<file path="config.mk">
export PLATFORM = sky130hd
export DESIGN_NAME = lp_state_picker
export DESIGN_NICKNAME = d
export VERILOG_FILES = /design/src/rtl/lp_pkg.sv /design/src/rtl/lp_cfg_table.sv /design/src/rtl/lp_select.sv /design/src/rtl/lp_wake_timer.sv /design/src/rtl/lp_state_picker.sv
export SDC_FILE = /design/constraint.sdc
export NUM_CORES = 1
export LEC_CHECK = 0
export ABC_CLOCK_PERIOD_IN_PS = 6100
export BUFFER_PORTS_ARGS = -buffer_cell sky130_fd_sc_hd__buf_4
export CAP_MARGIN = 20
export CORE_MARGIN = 2
export CORE_UTILIZATION = 54
export DETAILED_ROUTE_END_ITERATION = 10
export PLACE_DENSITY = 0.79
export SETUP_SLACK_MARGIN = 0.2
export SYNTH_ARGS = -nofsm -noshare
export SYNTH_HDL_FRONTEND = slang
export SYNTH_HIERARCHICAL = 1
export SYNTH_SLANG_ARGS = --single-unit
</file>
<file path="constraint.sdc">
create_clock -name clk -period 6.1 [get_ports clk]
set_clock_uncertainty 0.05 [all_clocks]
set_input_delay 1.22 -clock clk [delete_from_list [all_inputs] [get_ports clk]]
set_output_delay 1.22 -clock clk [all_outputs]
set_load 0.03 [all_outputs]
</file>
<file path="src/rtl/lp_pkg.sv">
package lp_pkg;
  localparam int TIME_W = 32;
  typedef logic [TIME_W-1:0] time_t;

  typedef struct packed {
    time_t lat;
    time_t brk;
  } lp_row_t;

  // Window test: residency pays off and both transitions fit.
  function automatic logic state_fits(time_t dur, time_t brk, time_t lat);
    logic [TIME_W:0] round_trip;
    round_trip = {lat, 1'b0};
    return (dur != '0) && (brk <= dur) && (round_trip <= {1'b0, dur});
  endfunction

  function automatic time_t wake_point(time_t idle_end, time_t lat);
    return idle_end - lat;
  endfunction

  // Wrap-safe "now is at or after target".
  function automatic logic time_reached(time_t now, time_t target);
    time_t diff;
    diff = now - target;
    return ~diff[TIME_W-1];
  endfunction
endpackage

</file>
<file path="src/rtl/lp_cfg_table.sv">
module lp_cfg_table #(
  parameter int NUM_ST = 4,
  localparam int IW = $clog2(NUM_ST)
) (
  input  logic           clk,
  input  logic           rst_n,
  input  logic           cfg_we,
  input  logic [IW-1:0]  cfg_sel,
  input  logic           cfg_fld,
  input  lp_pkg::time_t  cfg_wdata,
  output lp_pkg::lp_row_t rows [1:NUM_ST-1]
);
  lp_pkg::lp_row_t tbl_q [1:NUM_ST-1];

  generate
    for (genvar k = 1; k < NUM_ST; k++) begin : g_row
      logic row_hit;
      assign row_hit = cfg_we && (cfg_sel == IW'(k));
      always_ff @(posedge clk) begin
        if (!rst_n) begin
          tbl_q[k] <= '0;
        end else if (row_hit) begin
          if (cfg_fld) tbl_q[k].brk <= cfg_wdata;
          else         tbl_q[k].lat <= cfg_wdata;
        end
      end
      assign rows[k] = tbl_q[k];
    end
  endgenerate
endmodule

</file>
<file path="src/rtl/lp_select.sv">
module lp_select #(
  parameter int NUM_ST = 4,
  localparam int IW = $clog2(NUM_ST)
) (
  input  lp_pkg::lp_row_t rows [1:NUM_ST-1],
  input  lp_pkg::time_t   idle_dur,
  output logic [IW-1:0]   pick,
  output lp_pkg::time_t   pick_lat
);
  logic [NUM_ST-1:1] elig;

  generate
    for (genvar k = 1; k < NUM_ST; k++) begin : g_elig
      assign elig[k] = lp_pkg::state_fits(idle_dur, rows[k].brk, rows[k].lat);
    end
  endgenerate

  // Ascending scan: the last (deepest) eligible state wins.
  always_comb begin
    pick     = '0;
    pick_lat = '0;
    for (int k = 1; k < NUM_ST; k++) begin
      if (elig[k]) begin
        pick     = IW'(k);
        pick_lat = rows[k].lat;
      end
    end
  end
endmodule

</file>
<file path="src/rtl/lp_wake_timer.sv">
module lp_wake_timer #(
  parameter int NUM_ST = 4,
  localparam int IW = $clog2(NUM_ST)
) (
  input  logic          clk,
  input  logic          rst_n,
  input  logic          accept_evt,
  input  logic [IW-1:0] pick,
  input  lp_pkg::time_t pick_lat,
  input  lp_pkg::time_t idle_end,
  input  lp_pkg::time_t now,
  input  logic          early_wake,
  output logic [IW-1:0] state_idx,
  output logic          sleep_req,
  output logic          wake_req,
  output logic          timer_hit
);
  logic          sleep_q, wake_q;
  logic [IW-1:0] idx_q;
  lp_pkg::time_t wake_at_q;
  logic          exit_evt;

  assign timer_hit = sleep_q && lp_pkg::time_reached(now, wake_at_q);
  assign exit_evt  = sleep_q && (timer_hit || early_wake);

  always_ff @(posedge clk) begin
    if (!rst_n) begin
      sleep_q   <= 1'b0;
      wake_q    <= 1'b0;
      idx_q     <= '0;
      wake_at_q <= '0;
    end else begin
      wake_q <= 1'b0;
      if (!sleep_q) begin
        if (accept_evt && (pick != '0)) begin
          sleep_q   <= 1'b1;
          idx_q     <= pick;
          wake_at_q <= lp_pkg::wake_point(idle_end, pick_lat);
        end
      end else if (exit_evt) begin
        sleep_q <= 1'b0;
        idx_q   <= '0;
        wake_q  <= 1'b1;
      end
    end
  end

  assign state_idx = idx_q;
  assign sleep_req = sleep_q;
  assign wake_req  = wake_q;


  sleep_idx_chk: assert property (@(posedge clk) disable iff (!rst_n)
    sleep_req |-> (state_idx != '0));

  wake_pulse_chk: assert property (@(posedge clk) disable iff (!rst_n)
    wake_req |=> !wake_req);

  early_cancel_chk: assert property (@(posedge clk) disable iff (!rst_n)
    (sleep_req && early_wake) |=> (wake_req && !sleep_req && state_idx == '0));

  hold_idx_chk: assert property (@(posedge clk) disable iff (!rst_n)
    (sleep_req && !timer_hit && !early_wake) |=> (sleep_req && $stable(state_idx)));

  no_spurious_wake_chk: assert property (@(posedge clk) disable iff (!rst_n)
    !sleep_req |=> !wake_req);
endmodule

</file>
<file path="src/rtl/lp_state_picker.sv">
module lp_state_picker #(
  parameter int NUM_ST = 4,
  localparam int IW = $clog2(NUM_ST),
  localparam int TW = lp_pkg::TIME_W
) (
  input  logic          clk,
  input  logic          rst_n,
  input  logic          cfg_we,
  input  logic [IW-1:0] cfg_sel,
  input  logic          cfg_fld,
  input  logic [TW-1:0] cfg_wdata,
  input  logic          idle_vld,
  input  logic [TW-1:0] idle_dur,
  input  logic [TW-1:0] idle_end,
  input  logic [TW-1:0] now,
  input  logic          early_wake,
  output logic [IW-1:0] state_idx,
  output logic          sleep_req,
  output logic          wake_req
);
  lp_pkg::lp_row_t rows [1:NUM_ST-1];
  logic [IW-1:0]   pick;
  lp_pkg::time_t   pick_lat;
  logic            accept_evt;
  logic            timer_hit;

  assign accept_evt = idle_vld && !sleep_req;

  lp_cfg_table #(.NUM_ST(NUM_ST)) u_table (
    .clk(clk), .rst_n(rst_n), .cfg_we(cfg_we), .cfg_sel(cfg_sel),
    .cfg_fld(cfg_fld), .cfg_wdata(cfg_wdata), .rows(rows)
  );

  lp_select #(.NUM_ST(NUM_ST)) u_select (
    .rows(rows), .idle_dur(idle_dur), .pick(pick), .pick_lat(pick_lat)
  );

  lp_wake_timer #(.NUM_ST(NUM_ST)) u_timer (
    .clk(clk), .rst_n(rst_n), .accept_evt(accept_evt), .pick(pick),
    .pick_lat(pick_lat), .idle_end(idle_end), .now(now),
    .early_wake(early_wake), .state_idx(state_idx), .sleep_req(sleep_req),
    .wake_req(wake_req), .timer_hit(timer_hit)
  );


  entry_chk: assert property (@(posedge clk) disable iff (!rst_n)
    (accept_evt && pick != '0) |=> (sleep_req && state_idx == $past(pick)));

  zero_dur_chk: assert property (@(posedge clk) disable iff (!rst_n)
    (accept_evt && idle_dur == '0) |=> (!sleep_req && state_idx == '0));

  timer_exit_chk: assert property (@(posedge clk) disable iff (!rst_n)
    timer_hit |=> (wake_req && !sleep_req));
endmodule

</file>
==> impl_metrics.env <==
export IMPL_worst_path_max_fanout=32
export IMPL_vias_per_cell=5.99
export IMPL_setup_violations=0
export IMPL_gp_congestion=0.965
export IMPL_cts_sinks=228
export IMPL_cp_start_kind="input pin"
export IMPL_grt_pass1_wl_um=71900
export IMPL_die_x_um=177
export IMPL_cts_max_level=1
export IMPL_required_ns=6.49
export IMPL_drive_gt1_share_pct=21.8
export IMPL_wire_per_inst_um=19.8
export IMPL_comb_power_share_pct=31.9
export IMPL_clk_latency_ns=0.53
export IMPL_syn_num_nets=2057
export IMPL_maxSlewViolCount=0
export IMPL_antenna_cells=0
export IMPL_power_leakage_nw=8.74
export IMPL_synth_cells=1670
export IMPL_clk_path_buf_depth=3
export IMPL_core_area_um2=29600
export IMPL_fin_crit_ns=5.76
export IMPL_rsz0062_at_grt="yes"
export IMPL_p_int_w=0.00344
export IMPL_worstPathArrival_ns=6.15
export IMPL_io_buffers=139
export IMPL_dieHeight_um=177
export IMPL_met2_length_um=21900
export IMPL_dp_hpwl_um=35700
export IMPL_wl_met1_um=18900
export IMPL_nets=2342
export IMPL_synth_area_um2=16200
export IMPL_criticalPathCategory="in -> reg"
export IMPL_clockPowerShare_pct=30.1
export IMPL_post_route_drc_count=0
export IMPL_worst_hold_slack_ns=0.403
export IMPL_cellPowerDensity_nw_per_um2=252
export IMPL_postRouteAntennaNets=0
export IMPL_fin_crit_sh_pct=94.4
export IMPL_finalHoldViolCount=0
export IMPL_ir_drop_uv=215
export IMPL_avgSynthCellArea_um2=9.68
export IMPL_yosysWarningCount=6
export IMPL_grt_max_degree=42
export IMPL_area_growth_pct=22.5
export IMPL_vias=14200
export IMPL_critPathCaptureType="flip-flop"
export IMPL_cts_tree="yes"
export IMPL_worst_slew_margin_rel_pct=26.0
export IMPL_die_area_um2=31300
export IMPL_max_freq_mhz=174
export IMPL_wl_um=46700
export IMPL_clk_pin_slew_ns=0.06
export IMPL_num_rows=63
export IMPL_grt_pass1_vias=14200
export IMPL_holdBufCountCts=0
export IMPL_final_common_cell="buf_4"
export IMPL_cts_buffers=25
export IMPL_p_sw_w=0.00155
export IMPL_top_layer="met4"
export IMPL_wl_met3_um=3610
export IMPL_cts_root_buf="clkbuf_16"
export IMPL_worst_pin_slew_ns=1.11
export IMPL_cap_violations=0
export IMPL_firstDrtPassIters=5
export IMPL_track_usage_pct=29.3
export IMPL_drt_initial_drc_count=1350
export IMPL_top_level_ports=140
export IMPL_fillCellCount=2235
export IMPL_start_util_pct=54.7
export IMPL_seqPwrFrac_pct=38.0
export IMPL_hold_class="reg -> reg"
export IMPL_grt_overflow=0
export IMPL_post_route_util_pct=67.0
export IMPL_antenna_found_initial=0
export IMPL_status="finished, final reports clean"
export IMPL_mostFrequentLayoutCells="312 x buf_4, 250 x ha_1, 240 x nor2_1"
export IMPL_swShare_pct=31.1
-- critical path: stages --
cell and delay (ns):
buf_4 0.11, inv_1 0.19, buf_4 0.16, ha_1 0.24
a21oi_1 0.13, o21ai_0 0.11, a221oi_1 0.51, o21ai_0 0.31
o21ai_2 0.26, buf_12 0.21, nand3_1 0.09, mux2i_1 0.15
mux2_2 0.22, inv_1 0.05, ha_1 0.31, nor2b_2 0.18
o31a_1 0.32, o2111ai_4 0.27, a21boi_2 0.11, o2111ai_2 0.28
a21oi_1 0.13, or4_1 0.41, a31oi_1 0.16
-- layout make-up --
class	instances	area, um^2	area share, %
Clock inverter	17	175	0.885
Multi-Input combinational cell	1268	9100	46.0
Tap cell	390	488	2.46
Timing Repair Buffer	319	2480	12.5
Clock buffer	26	629	3.18
Sequential cell	228	6490	32.8
Inverter	113	432	2.18
-- per-stage QoR --
step                      cells  worst slack (ns)  setup TNS, ns  total power, W  instance area [um^2]
after CTS                  2356             0.200              0         0.00496                 19700
after global routing       2361             0.177              0         0.00524                 19800
after floorplan            1670             0.458              0         0.00285                 16200
final                      2361             0.342              0         0.00499                 19800
after global placement     2313           -0.0181        -0.0181         0.00341                 18800
after detailed placement   2313            -0.262          -1.68         0.00347                 18800
-- registers in the layout, indices dropped and copies added, names as in the netlist --
| signal | count |
|---|---|
| u_table/tbl_q | 192 |
| u_timer/wake_at_q | 32 |
| u_timer/state_idx | 2 |
| u_timer/sleep_req | 1 |
| u_timer/wake_req | 1 |
-- power by group through the flow --
stage / Clock, W / Sequential [W] / Combinational [W]
after floorplan: 0 / 0.00191 / 0.000942
after global placement: 0 / 0.00192 / 0.00148
after detailed placement: 0 / 0.00193 / 0.00154
after CTS: 0.00151 / 0.00189 / 0.00156
after global routing: 0.00157 / 0.00191 / 0.00176
final: 0.00150 / 0.00190 / 0.00159
-- timing repair --
| action | CTS | global route |
|---|---|---|
| buffers inserted | 0 | 4 |
| endpoints found under the setup margin | 0 | 14 |
| resized for setup | 0 | 23 |
-- worst paths after layout --
kind	from	end	slack, ns	cells past startpoint
worst min register to register	u_timer/wake_at_q[9]$_SDFFE_PN0P_	u_timer/wake_at_q[9]$_SDFFE_PN0P_	0.40	2
worst min-delay path	u_timer/wake_at_q[9]$_SDFFE_PN0P_	u_timer/wake_at_q[9]$_SDFFE_PN0P_	0.40	2
worst max register to register	u_table/tbl_q[0][89]$_SDFFCE_PN0P_	u_timer/wake_at_q[28]$_SDFFE_PN0P_	0.90	18
worst max-delay path	idle_dur[27]	u_timer/wake_at_q[26]$_SDFFE_PN0P_	0.34	23
-- metal layers --
layer | vias up | track usage, %
met5 | - | 0
met4 | 0 | 13.4
met3 | 161 | 3.67
met2 | 715 | 49.1
met1 | 6571 | 37.8
li1 | 6703 | -
Power figures use the tool's default switching activity.
